==> src/rtl/lpc_pkg.sv <==
// Shared types for the link power mode controller.
// Assumes: used only by the lpc_* modules and their checker.
package lpc_pkg;

    // Internal sequencer states. Several of them share one external mode code.
    typedef enum logic [2:0] {
        ST_SHUT  = 3'd0,
        ST_STBY  = 3'd1,
        ST_ACQ   = 3'd2,
        ST_RETRY = 3'd3,
        ST_TXCLK = 3'd4,
        ST_TX    = 3'd5,
        ST_DRAIN = 3'd6
    } lpc_state_e;

    localparam logic [1:0] MODE_SHUT = 2'b00;
    localparam logic [1:0] MODE_STBY = 2'b01;
    localparam logic [1:0] MODE_ACQ  = 2'b10;
    localparam logic [1:0] MODE_TX   = 2'b11;

    // Map an internal state to the 2-bit mode code seen at the port.
    function automatic logic [1:0] mode_of(lpc_state_e s);
        case (s)
            ST_SHUT:                   return MODE_SHUT;
            ST_STBY:                   return MODE_STBY;
            ST_ACQ, ST_RETRY:          return MODE_ACQ;
            default:                   return MODE_TX;
        endcase
    endfunction

endpackage

==> src/rtl/lpc_sync.sv <==
// Multi-stage synchronizer for one asynchronous input.
// During reset every stage loads the raw input, so the output leaves
// reset already equal to the pin level.
// Assumes: STAGES >= 2.
module lpc_sync #(
    parameter int STAGES = 2
) (
    input  logic clk,
    input  logic rst_n,
    input  logic d_i,
    output logic q_o
);
    logic [STAGES-1:0] stg;

    generate
        for (genvar g = 0; g < STAGES; g++) begin : g_stage
            if (g == 0) begin : g_first
                // First stage samples the raw input.
                always_ff @(posedge clk) stg[0] <= d_i;
            end else begin : g_next
                // Later stages shift the sample along; reset preloads the pin.
                always_ff @(posedge clk)
                    if (!rst_n) stg[g] <= d_i;
                    else        stg[g] <= stg[g-1];
            end
        end
    endgenerate

    assign q_o = stg[STAGES-1];
endmodule

==> src/rtl/lpc_en_filter.sv <==
// Symmetric glitch filter for the enable pin.
// The output follows a new level only after the synchronized pin has held
// that level for FILT_CYC+1 consecutive cycles. Reset loads the pin directly,
// which bypasses the filter at power-up.
// Assumes: FILT_CYC >= 1.
module lpc_en_filter #(
    parameter int FILT_CYC    = 1250,
    parameter int SYNC_STAGES = 2
) (
    input  logic clk,
    input  logic rst_n,
    input  logic pin_i,
    output logic en_o
);
    localparam int CW = $clog2(FILT_CYC + 1);

    logic          pin_s;
    logic [CW-1:0] run_cnt;

    lpc_sync #(.STAGES(SYNC_STAGES)) u_sync (
        .clk(clk), .rst_n(rst_n), .d_i(pin_i), .q_o(pin_s)
    );

    // Count consecutive cycles that differ from the accepted level; accept on overflow.
    always_ff @(posedge clk) begin
        if (!rst_n) begin
            en_o    <= pin_i;
            run_cnt <= '0;
        end else if (pin_s != en_o) begin
            if (run_cnt == CW'(FILT_CYC)) begin
                en_o    <= pin_s;
                run_cnt <= '0;
            end else begin
                run_cnt <= run_cnt + 1'b1;
            end
        end else begin
            run_cnt <= '0;
        end
    end
endmodule

==> src/rtl/lpc_act_mon.sv <==
// Pixel-clock activity monitor.
// Counts synchronized rising edges of the pixel clock over windows of
// WIN_CYC reference cycles. At each window end it declares the clock
// present (count >= PRESENT_CNT), absent (count < ABSENT_CNT), or keeps
// its previous verdict. It also pulses tick_o for one cycle at each window end.
// The monitor is cleared while run_i is low.
// Assumes: the pixel clock is slower than half the reference clock; ABSENT_CNT <= PRESENT_CNT.
module lpc_act_mon #(
    parameter int WIN_CYC     = 1000,
    parameter int PRESENT_CNT = 24,
    parameter int ABSENT_CNT  = 4,
    parameter int SYNC_STAGES = 2
) (
    input  logic clk,
    input  logic rst_n,
    input  logic run_i,
    input  logic pix_i,
    output logic present_o,
    output logic tick_o
);
    localparam int WW = (WIN_CYC > 1) ? $clog2(WIN_CYC) : 1;
    localparam int EW = $clog2(WIN_CYC + 1);

    logic          pix_s;
    logic          pix_d;
    logic          rise;
    logic [WW-1:0] win_cnt;
    logic [EW-1:0] edge_cnt;

    lpc_sync #(.STAGES(SYNC_STAGES)) u_sync (
        .clk(clk), .rst_n(rst_n), .d_i(pix_i), .q_o(pix_s)
    );

    // Delay the synchronized pixel clock by one cycle for edge detection.
    always_ff @(posedge clk)
        if (!rst_n) pix_d <= 1'b0;
        else        pix_d <= pix_s;

    assign rise = pix_s & ~pix_d;

    // Window counter, edge counter and the hysteretic verdict.
    always_ff @(posedge clk) begin
        if (!rst_n || !run_i) begin
            win_cnt   <= '0;
            edge_cnt  <= '0;
            present_o <= 1'b0;
            tick_o    <= 1'b0;
        end else if (win_cnt == WW'(WIN_CYC - 1)) begin
            win_cnt  <= '0;
            edge_cnt <= '0;
            tick_o   <= 1'b1;
            if (edge_cnt >= EW'(PRESENT_CNT))     present_o <= 1'b1;
            else if (edge_cnt < EW'(ABSENT_CNT))  present_o <= 1'b0;
        end else begin
            win_cnt <= win_cnt + 1'b1;
            tick_o  <= 1'b0;
            if (rise) edge_cnt <= edge_cnt + 1'b1;
        end
    end
endmodule

==> src/rtl/lpc_seq.sv <==
// Power mode sequencer.
// Walks shutdown, standby, acquire and transmit, with substates that order
// the output enables. In transmit the clock driver turns on one cycle before
// the data driver. On shutdown the clock driver turns off one cycle before the
// data driver and the multiplier. Acquire that runs LOCK_CYC cycles without
// lock drops the multiplier enable until the next window tick.
// Assumes: en_i is already filtered; tick_i is one cycle wide.
module lpc_seq
    import lpc_pkg::*;
#(
    parameter int LOCK_CYC = 250000
) (
    input  logic       clk,
    input  logic       rst_n,
    input  logic       en_i,
    input  logic       present_i,
    input  logic       tick_i,
    input  logic       lock_i,
    output logic       mult_en_o,
    output logic       clk_en_o,
    output logic       dat_en_o,
    output logic       load_o,
    output logic [1:0] mode_o
);
    localparam int TW = $clog2(LOCK_CYC + 1);

    lpc_state_e    st, st_nx;
    logic [TW-1:0] lock_tmr;

    // Next-state choice; a disabled pin has priority over loss of the clock.
    always_comb begin
        st_nx = st;
        case (st)
            ST_SHUT:  if (en_i) st_nx = ST_STBY;
            ST_STBY:  if (!en_i) st_nx = ST_SHUT;
                      else if (present_i) st_nx = ST_ACQ;
            ST_ACQ:   if (!en_i) st_nx = ST_SHUT;
                      else if (!present_i) st_nx = ST_STBY;
                      else if (lock_i) st_nx = ST_TXCLK;
                      else if (lock_tmr == TW'(LOCK_CYC - 1)) st_nx = ST_RETRY;
            ST_RETRY: if (!en_i) st_nx = ST_SHUT;
                      else if (!present_i) st_nx = ST_STBY;
                      else if (tick_i) st_nx = ST_ACQ;
            ST_TXCLK: if (!en_i) st_nx = ST_SHUT;
                      else if (!present_i) st_nx = ST_STBY;
                      else st_nx = ST_TX;
            ST_TX:    if (!en_i) st_nx = ST_DRAIN;
                      else if (!present_i) st_nx = ST_STBY;
            ST_DRAIN: st_nx = ST_SHUT;
            default:  st_nx = ST_SHUT;
        endcase
    end

    // State register, lock wait timer and the word-load strobe.
    always_ff @(posedge clk) begin
        if (!rst_n) begin
            st       <= ST_SHUT;
            lock_tmr <= '0;
            load_o   <= 1'b0;
        end else begin
            st       <= st_nx;
            lock_tmr <= (st == ST_ACQ && st_nx == ST_ACQ) ? lock_tmr + 1'b1 : '0;
            load_o   <= (st == ST_TXCLK && st_nx == ST_TX);
        end
    end

    assign mult_en_o = (st == ST_ACQ) || (st == ST_TXCLK) || (st == ST_TX) || (st == ST_DRAIN);
    assign clk_en_o  = (st == ST_TXCLK) || (st == ST_TX);
    assign dat_en_o  = (st == ST_TX) || (st == ST_DRAIN);
    assign mode_o    = mode_of(st);
endmodule

==> src/rtl/link_pwr_ctrl.sv <==
// Link power mode controller top.
// Joins the enable filter, the pixel-clock activity monitor and the mode
// sequencer. All timing parameters are in reference-clock cycles. The
// monitor runs whenever the filtered enable is high.
// Assumes: clk is free-running; en_pin, pix_clk and mult_lock are asynchronous to clk.
module link_pwr_ctrl #(
    parameter int FILT_CYC    = 1250,
    parameter int WIN_CYC     = 1000,
    parameter int PRESENT_CNT = 24,
    parameter int ABSENT_CNT  = 4,
    parameter int LOCK_CYC    = 250000,
    parameter int SYNC_STAGES = 2
) (
    input  logic       clk,
    input  logic       rst_n,
    input  logic       en_pin,
    input  logic       pix_clk,
    input  logic       mult_lock,
    output logic       mult_en,
    output logic       clk_out_en,
    output logic       dat_out_en,
    output logic       word_load,
    output logic [1:0] mode
);
    logic en_f;
    logic present;
    logic tick;
    logic lock_s;

    lpc_en_filter #(.FILT_CYC(FILT_CYC), .SYNC_STAGES(SYNC_STAGES)) u_filt (
        .clk(clk), .rst_n(rst_n), .pin_i(en_pin), .en_o(en_f)
    );

    lpc_act_mon #(
        .WIN_CYC(WIN_CYC), .PRESENT_CNT(PRESENT_CNT),
        .ABSENT_CNT(ABSENT_CNT), .SYNC_STAGES(SYNC_STAGES)
    ) u_mon (
        .clk(clk), .rst_n(rst_n), .run_i(en_f), .pix_i(pix_clk),
        .present_o(present), .tick_o(tick)
    );

    lpc_sync #(.STAGES(SYNC_STAGES)) u_lock_sync (
        .clk(clk), .rst_n(rst_n), .d_i(mult_lock), .q_o(lock_s)
    );

    lpc_seq #(.LOCK_CYC(LOCK_CYC)) u_seq (
        .clk(clk), .rst_n(rst_n), .en_i(en_f), .present_i(present),
        .tick_i(tick), .lock_i(lock_s & mult_en),
        .mult_en_o(mult_en), .clk_en_o(clk_out_en), .dat_en_o(dat_out_en),
        .load_o(word_load), .mode_o(mode)
    );
endmodule

==> config.mk <==
export PLATFORM = sky130hd
export DESIGN_NAME = link_pwr_ctrl
export DESIGN_NICKNAME = d
export VERILOG_FILES = /design/src/rtl/lpc_pkg.sv /design/src/rtl/lpc_sync.sv /design/src/rtl/lpc_en_filter.sv /design/src/rtl/lpc_act_mon.sv /design/src/rtl/lpc_seq.sv /design/src/rtl/link_pwr_ctrl.sv
export SDC_FILE = /design/constraint.sdc
export NUM_CORES = 1
export LEC_CHECK = 0
export ABC_AREA = 0
export BUFFER_PORTS_ARGS = -buffer_cell sky130_fd_sc_hd__buf_2
export CAP_MARGIN = 20
export CORE_MARGIN = 8
export CORE_UTILIZATION = 37
export CTS_CLUSTER_SIZE = 25
export DETAILED_ROUTE_END_ITERATION = 10
export PLACE_DENSITY_LB_ADDON = 0.15
export SLEW_MARGIN = 0
export SYNTH_ARGS = -nofsm -noshare
export SYNTH_HDL_FRONTEND = slang
export SYNTH_SLANG_ARGS = --single-unit
export TNS_END_PERCENT = 5
==> constraint.sdc <==
create_clock -name clk -period 2.1 [get_ports clk]
set_clock_uncertainty 0.05 [all_clocks]
set_input_delay 0.315 -clock clk [delete_from_list [all_inputs] [get_ports clk]]
set_output_delay 0.315 -clock clk [all_outputs]
set_load 0.1 [all_outputs]
==> run metrics, run 1 <==
initial antenna violation count 0; crit path capture type primary output; clk root buf clkbuf_8; Worst Path Required 1.74 ns; Final Cell Area 3190 um2; port bufs 10; CTS tree yes; Rel. slew slack 67.3%; worst skew pair latency 0.34 ns; Mapped Cells 304; DR pass1 iterations 4; leading register cell type out of synthesis dfxtp_1; die height 103 um; Multi-input gate area 1400 um2; Die X 103 um; grt ovf 0; dpl hpwl 3.53 mm; crit path launch type register; Tmin final 1.96 ns; Max Cap Violations 0; total track usage 10.9%; placed cell areas 2950 um2; Synth cell types 48; Pwr Density 797 nW/um2; routability congestion estimate 0.725; register bit total from synthesis 63; synth-to-layout area growth 15.0%; FMAX 511 MHz; final worst-path cycle share 93.2%; initial drt markers 65; leak pwr 1.11 nW; WL/cell 11.8 um; # setup viols final 0; CTS Sinks 63; share of cells above drive strength 1 14.0%; die area 10500 um2; first-pass GRT wire length 9.08 mm; worst-path maximum fanout 7; setup bufs post-CTS 0; Post-synth EDFFs 1; Seq/Total Area, Yosys 45.8%; status complete, no violations; Worst setup startpoint u_seq.st[1]$_SDFF_PN0_; CTS clock-pin slew for the worst setup and hold paths 0.07 ns; Mapped Area 2780 um2; HP Start pix_clk; Post-route DRC 0; post-cts sizing count 0; Slew Limit Fails 0; register area 1270 um2; via/cell ratio 4.86; Post-CTS Hold Fix Bufs 0; reg2reg start u_seq.lock_tmr[7]$_SDFF_PN0_; Avg Cell Area, Syn 9.13 um2; RSZ-0062 raised after global routing no; ant diodes 0; count of final hold-check violations 0; largest net degree at the start of global routing 21; Initial Utilization 38.3%; Nets 335; Ports 11; ys async rst share 0%; Critical Path AT 1.59 ns; CTS Buf Count 9; Crit Path Class register to primary output; Detail Route Antenna Nets 0; syn nets 315; Core Box Area 7250 um2; number of global-route vias before repair 1953; Hold WC Path Type input port to register; WL final 5.06 mm; peak supply drop 284 uV; Slew @ Worst Pin 0.495 ns; Fillers 728; num rows 31; Power, Total 2.55 mW; Bufs on Longest Clock Path 2; via count 2081; H-tree levels 3; Warnings, synthesis 0
-- stage by stage --
stage,setup WS (ns),TNS (ns),hold slack [ns],cells,util [%]
after floorplan,-0.115,-0.115,0.293,304,-
after global placement,0.233,0,0.359,412,40.7
after detailed placement,0.201,0,0.367,412,40.7
after CTS,0.123,0,0.0203,428,44.0
after global routing,0.0272,0,0.0171,428,44.0
final,0.144,0,0.0356,428,44.0
-- routing by layer --
metal / up-vias / global-route usage [%] / part of all wire (%)
li1: 1100 / - / -
met1: 952 / 14.6 / 54
met2: 18 / 15.4 / 41
met3: 11 / 2.57 / 2.7
met4: 0 / 7.11 / 2.5
met5: - / 0 / 0
-- critical path, stage by stage, from the launching register on --
cell	delay [ns]
dfxtp_1	0.33
buf_4	0.17
nand2b_1	0.15
buf_4	0.15
inv_1	0.04
buf_2	0.41
-- area by class of cell --
type / instances / area share [%]
clock buffers: 11 / 5.10
clock inverters: 5 / 2.43
inverters: 9 / 1.06
multi-input cells: 221 / 43.8
flip-flops and latches: 63 / 39.8
well taps: 99 / 3.88
repair buffers: 20 / 3.92
-- logic make-up (layout without fill, tap and decap cells) --
family / count (synthesis) / in the layout / share of synthesized area [%]
muxes: 2 / 2 / 0.811
AOI/OAI and AO/OA: 30 / 30 / 7.30
adders and majority gates: 6 / 6 / 2.71
DFF: 63 / 63 / 45.8
buffers and inverters: 20 / 45 / 4.10
and+or+nand+nor: 145 / 145 / 27.3
xor gates and xnor gates: 38 / 38 / 12.0
-- final timing paths --
check                            endpoint  slack, ns  cells past startpoint
min           u_mon.u_sync.stg[0]$_DFF_P_       0.04                      1
max reg2reg  u_seq.lock_tmr[4]$_SDFF_PN0_       0.21                      5
max                            clk_out_en       0.14                      5
min reg2reg     u_filt.u_sync.q_o$_DFF_P_       0.37                      2
-- registers in the layout (all words and copies together), names as in the netlist, 3 cells and up --
name            count
u_mon.edge_cnt     10
u_filt.run_cnt     11
u_mon.win_cnt      10
u_seq.st            3
u_seq.lock_tmr     18
-- synth_stat cells, drive strengths merged (3+ instances only) --
library cell	n	area, um2
or4	3	22.5
dfxtp	62	1240
and2	3	18.8
clkbuf	4	15.0
a211oi	7	52.6
nand4	11	68.8
buf	7	65.1
and3	6	38.8
xor2	22	193
nand3	16	80.1
nand2b	4	25.0
o21a	3	22.5
o21ai	7	35.0
inv	9	33.8
xnor2	16	140
nand2	21	78.8
or3	4	25.0
nor2	37	139
nor3	20	100
a21oi	4	20.0
ha	6	75.1
and4	4	36.3
-- layout by cell type, fill, tap and decap left out, drive strengths merged, types with 3 or more instances in the layout --
master | Yosys | final
xor2 | 22 | 22
nand2b | 4 | 4
o21a | 3 | 3
and2 | 3 | 3
dfxtp | 62 | 62
nand2 | 21 | 21
nor3 | 20 | 20
and4 | 4 | 4
or4 | 3 | 3
or3 | 4 | 4
nand3 | 16 | 16
ha | 6 | 6
xnor2 | 16 | 16
a21oi | 4 | 4
o21ai | 7 | 7
nand4 | 11 | 11
buf | 7 | 20
a211oi | 7 | 7
clkbuf | 4 | 11
nor2 | 37 | 37
and3 | 6 | 6
inv | 9 | 9
-- power breakdown --
part           internal (mW)  switching, mW
sequential              1.22         0.0173
combinational         0.0276         0.0463
clock                  0.768          0.469
total                   2.01          0.532
(Power assumes the default switching activity.)
==> inputs of run 2 (changes only) <==
- SYNTH_HIERARCHICAL: unset -> 1
==> run 2 against run 1 <==
Effect of this change: utilization shrank 0.91 points; combinational power grew 9.9%; power fell by 4.1%; largest power group is now sequential cells; clock power shrank 9.7%; synthesized cell count shrank 0.99%; highest routed layer unchanged; final cell count unchanged; cell area up 2.7%; critical endpoint is now u_seq/lock_tmr[1]$_SDFF_PN0_; worst setup slack improved by 0.0099 ns; die area increased by 2.4%.
==> run metrics, run 2 <==
FMAX 514 MHz (was 511 MHz); Avg Cell Area, Syn 9.48 um2 (was 9.13 um2); Bufs on Longest Clock Path 2 (unchanged); Power, Total 2.44 mW (was 2.55 mW); flop2flop setup slack 0.15 ns (was 0.21 ns); crit-path cells nand2b_1, nand2_4, and2_1, nand4bb_1, or3b_1, or2_2, and3_1 (was buf_4, nand2b_1, buf_4, inv_1, buf_2); CTS clock-pin slew for the worst setup and hold paths 0.07 ns (about the same); biggest regs u_seq/lock_tmr: 18 flops, u_filt/run_cnt: 11 flops (was u_seq.lock_tmr: 18 flops, u_filt.run_cnt: 11 flops); worst skew pair latency 0.33 ns (was 0.34 ns); # setup viols final 0 (unchanged); RSZ-0062 raised after global routing no (unchanged); Mapped Cells 301 (was 304); Post-route DRC 0 (unchanged); final worst-path cycle share 92.7% (was 93.2%); worst-path maximum fanout 3 (was 7); Warnings, synthesis 6 (was 0); Synth cell types 54 (was 48); crit path capture type register (was primary output); peak supply drop 746 uV (was 284 uV); Largest register FFs 18 (unchanged); leak pwr 1.16 nW (was 1.11 nW); top cells by count, synth dfxtp_1 (62), nor2_1 (37), xor2_1 (20) (was dfxtp_1 (62), nor2_1 (37), xor2_1 (22)); largest net degree at the start of global routing 20 (was 21); Initial Utilization 37.5% (was 38.3%); Crit Path Class register to register (was register to primary output); ant diodes 0 (unchanged); WL final 5.45 mm (was 5.06 mm); initial drt markers 102 (was 65); commonest non-fill, non-tap cell in the layout dfxtp_1 (unchanged); HP Start mult_lock (was pix_clk); Max Cap Violations 0 (unchanged); Pwr Density 745 nW/um2 (was 797 nW/um2); Die X 104 um (was 103 um); CP peak stage delay 0.41 ns (about the same); number of global-route vias before repair 2117 (was 1953); num rows 32 (was 31); Critical Path AT 2.12 ns (was 1.59 ns); via/cell ratio 5.02 (was 4.86); ys async rst share 0% (unchanged); Top reg by flops u_seq/lock_tmr (was u_seq.lock_tmr); Post-CTS Hold Fix Bufs 0 (unchanged); internal power contribution 1.94 mW (was 2.01 mW); DR pass1 iterations 4 (unchanged); Sequential Power Share 50.6% (was 48.5%); CTS Sinks 63 (unchanged); synth-to-layout area growth 14.9% (was 15.0%); Detail Route Antenna Nets 0 (unchanged); Seq/Total Area, Yosys 44.5% (was 45.8%); port bufs 10 (unchanged); Tmin final 1.95 ns (was 1.96 ns); crit path max-delay cell type or3b_1 (was buf_2); Worst Path Required 2.28 ns (was 1.74 ns); routability congestion estimate 0.823 (was 0.725); total track usage 10.9% (about the same); CTS tree yes (unchanged); most frequent cells in the layout dfxtp_1 (62), nor2_1 (37), xor2_1 (20) (was dfxtp_1 (62), nor2_1 (37), xor2_1 (22)); largest cells by area after synthesis dfxtp_1 (43%), xor2_1 (6.1%), nor2_1 (4.9%), xnor2_1 (4.0%), nand3_1 (2.8%) (was dfxtp_1 (45%), xor2_1 (6.9%), xnor2_1 (5.0%), nor2_1 (5.0%), nor3_1 (3.6%)); switch share 20.5% (was 20.9%); most common cell in the netlist dfxtp_1 (unchanged); CTS Buf Count 9 (unchanged); initial antenna violation count 0 (unchanged); Fillers 775 (was 728); share of cells above drive strength 1 16.9% (was 14.0%); crit path launch type register (unchanged); Nets 333 (was 335); register bit total from synthesis 63 (unchanged); Ports 11 (unchanged); status complete, no violations (unchanged); grt ovf 0 (unchanged); Slew Limit Fails 0 (unchanged); post-synth top area cell dfxtp_1 (unchanged); Slew @ Worst Pin 0.497 ns (was 0.495 ns); clk root buf clkbuf_8 (unchanged); syn nets 312 (was 315); Rel. slew slack 66.8% (was 67.3%); Post-synth EDFFs 1 (unchanged); Comb pwr share 3.3% (was 2.9%); reg2reg start u_seq/st[0]$_SDFF_PN0_ (was u_seq.lock_tmr[7]$_SDFF_PN0_); WL/cell 12.7 um (was 11.8 um); Hold WC Path Type input port to register (unchanged); Fin Hold WS 0.0562 ns (was 0.0356 ns); Core Box Area 7610 um2 (was 7250 um2); die area 10800 um2 (was 10500 um2); P_sw 500 uW (was 532 uW); Worst setup startpoint u_seq/st[0]$_SDFF_PN0_ (was u_seq.st[1]$_SDFF_PN0_); clock share of power 46.1% (was 48.6%); leading register cell type out of synthesis dfxtp_1 (unchanged); Mapped Area 2850 um2 (was 2780 um2); dpl hpwl 3.82 mm (was 3.53 mm); via count 2148 (was 2081); die height 104 um (was 103 um); share of the synthesized area in the top cell type 43.5% (was 44.7%); first-pass GRT wire length 9.89 mm (was 9.08 mm); count of final hold-check violations 0 (unchanged); H-tree levels 3 (unchanged)
## run 2: metal layers
layer  track usage, %  routed length, um  vias to the layer above
li1                 -                  -                     1120
met1             13.4               2700                      996
met3             4.34                212                        6
met5                0                  0                        -
met2             17.0               2480                       26
met4             3.72                 52                        0
## run 2: worst paths after layout
| check | to | cells after the start |
|---|---|---|
| worst max-delay path | u_seq/lock_tmr[1]$_SDFF_PN0_ | 7 |
| worst min-delay path | u_lock_sync/stg[0]$_DFF_P_ | 1 |
| worst max register to register | u_seq/lock_tmr[1]$_SDFF_PN0_ | 7 |
| worst min register to register | u_mon/win_cnt[0]$_SDFF_PP0_ | 1 |
## run 2: power groups by stage
| stage | sequential (mW) | combinational, mW | clock, mW |
|---|---|---|---|
| finish | 1.23 | 0.0812 | 1.12 |
| global route | 1.24 | 0.0897 | 1.23 |
| CTS | 1.23 | 0.0828 | 1.17 |
| detailed placement | 1.26 | 0.0824 | 0 |
| global placement | 1.26 | 0.0820 | 0 |
| floorplan | 1.26 | 0.0602 | 0 |
## run 2: critical path, delay by kind of cell, from the launching register on
kind | cells | cell delay, ns
simple gates | 7 | 1.47
flops | 1 | 0.32
## run 2: area by class of cell
cell class	count	area, um2	area share (%)
multi-input combinational	222	1520	46.3
sequential	63	1270	38.8
clock buffer	11	141	4.31
tap	102	128	3.89
timing repair buffer	17	115	3.51
clock inverter	4	70.1	2.14
inverter	9	33.8	1.03
## run 2: cell families (layout without fill, tap and decap cells)
group	after synthesis	after routing	synth area share (%)
compound gates	30	30	7.41
xor+xnor	33	33	10.1
fa+ha+maj	6	6	2.63
buf+inv	16	41	2.72
flops	63	63	44.5
mux	5	5	2.37
simple gates	148	148	30.2
## run 2: stage by stage
step | setup TNS [ns] | std cells | util (%) | instance area (um2) | setup WS [ns]
after floorplan | -1.23 | 301 | - | 2870 | -0.116
after global placement | 0 | 413 | 40.3 | 3060 | 0.141
after detailed placement | 0 | 413 | 40.3 | 3060 | 0.124
after CTS | 0 | 428 | 43.1 | 3280 | 0.113
after global routing | 0 | 428 | 43.1 | 3280 | 0.0344
final | 0 | 428 | 43.1 | 3280 | 0.154
## run 2: what timing repair did
item                                   4_1_cts  5_1_grt
setup endpoints to repair                    0        1
buffers inserted                             0        0
gates resized for setup                      0        1
endpoints found under the hold margin        0        0
==> inputs of run 3 (changes only) <==
- CTS_BUF_LIST: unset -> sky130_fd_sc_hd__clkbuf_4
==> run 3 against run 2 <==
Effect of this change: clock power down 21%; fmax down 0.34%; final cell count up 0.70%; non-clock buffer count up 3; sequential share of layout area up 0.36 points; die area unchanged; worst setup slack worse by 0.0065 ns; critical path depth unchanged; utilization down 0.39 points.
==> run metrics, run 3 (synthesis gave the netlist of run 2 again) <==
status complete, no violations (unchanged); Comb pwr share 3.9% (was 3.3%); WP buf/inv 0 (unchanged); crit path capture type register (unchanged); Pwr Density 680 nW/um2 (was 745 nW/um2); grt ovf 0 (unchanged); Ports 11 (unchanged); Post-route DRC 0 (unchanged); WL final 5.44 mm (was 5.45 mm); Critical Path AT 2.20 ns (was 2.12 ns); Power, Total 2.21 mW (was 2.44 mW); most frequent cells in the layout dfxtp_1 (62), nor2_1 (37), xor2_1 (20) (unchanged); CTS tree yes (unchanged); CTS Buf Count 9 (unchanged); Fin Hold WS 0.222 ns (was 0.0562 ns); leak pwr 1.14 nW (was 1.16 nW); routability congestion estimate 0.823 (unchanged); CTS Sinks 63 (unchanged); Largest register FFs 18 (unchanged); port bufs 10 (unchanged); Crit Path Class register to register (unchanged); first-pass GRT wire length 9.85 mm (was 9.89 mm); HP Start rst_n (was mult_lock); worst-path maximum fanout 4 (was 3); dpl hpwl 3.82 mm (unchanged); Hold WC Path Type input port to register (unchanged); RSZ-0062 raised after global routing no (unchanged); Finished Core Util 42.7% (was 43.1%); Core Box Area 7610 um2 (unchanged); Detail Route Antenna Nets 0 (unchanged); Sequential Power Share 55.8% (was 50.6%); Rel. slew slack 66.4% (was 66.8%); crit-path cells nand2b_2, nand2_4, and2_1, nand4bb_1, or3b_1, or2_2, and3_1 (was nand2b_1, nand2_4, and2_1, nand4bb_1, or3b_1, or2_2, and3_1); initial drt markers 90 (was 102); worst skew pair latency 0.39 ns (was 0.33 ns); die height 104 um (unchanged); internal power contribution 1.74 mW (was 1.94 mW); Worst setup startpoint u_seq/st[1]$_SDFF_PN0_ (was u_seq/st[0]$_SDFF_PN0_); Worst Path Required 2.34 ns (was 2.28 ns); Top reg by flops u_seq/lock_tmr (unchanged); ant diodes 0 (unchanged); WL/cell 12.6 um (was 12.7 um); clk root buf clkbuf_4 (was clkbuf_8); switch share 21.5% (was 20.5%); initial antenna violation count 0 (unchanged); reg2reg start u_seq/st[1]$_SDFF_PN0_ (was u_seq/st[0]$_SDFF_PN0_); P_sw 474 uW (was 500 uW); commonest non-fill, non-tap cell in the layout dfxtp_1 (unchanged); CTS clock-pin slew for the worst setup and hold paths 0.10 ns (was 0.07 ns); peak supply drop 729 uV (was 746 uV); Fillers 780 (was 775); largest net degree at the start of global routing 20 (unchanged); number of global-route vias before repair 2130 (was 2117); die area 10800 um2 (unchanged); # setup viols final 0 (unchanged); Slew @ Worst Pin 0.507 ns (was 0.497 ns); H-tree levels 3 (unchanged); setup bufs post-CTS 0 (unchanged); biggest regs u_seq/lock_tmr: 18 flops, u_filt/run_cnt: 11 flops (unchanged); crit-path leading delay family simple AND/OR/NAND/NOR gates (unchanged); register area 1270 um2 (unchanged); Die X 104 um (unchanged); share of cells above drive strength 1 16.7% (was 16.9%); synth-to-layout area growth 13.8% (was 14.9%); num rows 32 (unchanged); crit path max-delay cell type or3b_1 (unchanged); Slew Limit Fails 0 (unchanged); DR pass1 iterations 4 (unchanged); setup total negative slack 0 ns (unchanged); total track usage 10.9% (about the same); FMAX 512 MHz (was 514 MHz); via/cell ratio 4.96 (was 5.02); Nets 336 (was 333); count of final hold-check violations 0 (unchanged); via count 2138 (was 2148); clock share of power 40.3% (was 46.1%); crit path launch type register (unchanged); Max Cap Violations 0 (unchanged); Bufs on Longest Clock Path 2 (unchanged); Initial Utilization 37.5% (unchanged); final worst-path cycle share 93.0% (was 92.7%); Multi-input gate area 1520 um2 (unchanged); CP peak stage delay 0.40 ns (was 0.41 ns); Tmin final 1.95 ns (about the same)
==> run 3: final cells by class <==
type / count / share of cell area [%]
clock buffers: 10 / 2.31
repair buffers: 20 / 4.55
inverters: 9 / 1.04
clock inverters: 5 / 2.27
multi-input cells: 222 / 46.8
well taps: 102 / 3.93
flip-flops and latches: 63 / 39.1
==> run 3: path summary, 6_finish.rpt <==
kind	cells past startpoint	to	slack (ns)
worst max-delay path	7	u_seq/lock_tmr[1]$_SDFF_PN0_	0.15
worst min-delay path	2	u_lock_sync/q_o$_DFF_P_	0.22
worst max register to register	7	u_seq/lock_tmr[1]$_SDFF_PN0_	0.15
worst min register to register	1	u_mon/win_cnt[0]$_SDFF_PP0_	0.41
==> run 3: timing repair <==
| item | CTS | global route |
|---|---|---|
| endpoints found under the hold margin | 3 | 0 |
| hold buffers | 3 | 0 |
| setup endpoints to repair | 0 | 2 |
| resized for setup | 0 | 2 |
==> run 3: worst reg2reg max path: stages, from the launching register on <==
cell and delay, ns:
dfxtp_1 0.37, nand2b_2 0.18, nand2_4 0.05, and2_1 0.16, nand4bb_1 0.18, or3b_1 0.41, or2_2 0.30, and3_1 0.16
==> run 3: metal layers <==
metal / up-vias / part of all wire (%) / GRT usage, %
met1: 985 / 50 / 13.2
met2: 22 / 45 / 17.0
met3: 6 / 3.9 / 4.77
met5: - / 0 / 0
met4: 0 / 1.4 / 3.72
li1: 1125 / - / -
==> run 3: per-stage QoR <==
| stage | setup slack [ns] | area [um2] | instances |
|---|---|---|---|
| 2_1_floorplan | -0.116 | 2870 | 301 |
| 4_1_cts | 0.0792 | 3240 | 431 |
| 6_report | 0.147 | 3250 | 431 |
| 3_3_place_gp | 0.141 | 3060 | 413 |
| 5_1_grt | 0.0259 | 3250 | 431 |
| 3_5_place_dp | 0.124 | 3060 | 413 |
==> run 3: power groups by stage <==
stage	clock network [mW]	logic (mW)	registers (mW)
2_1_floorplan	0	0.0602	1.26
5_1_grt	1.00	0.0948	1.24
3_3_place_gp	0	0.0820	1.26
4_1_cts	0.943	0.0875	1.23
6_report	0.890	0.0857	1.23
3_5_place_dp	0	0.0824	1.26
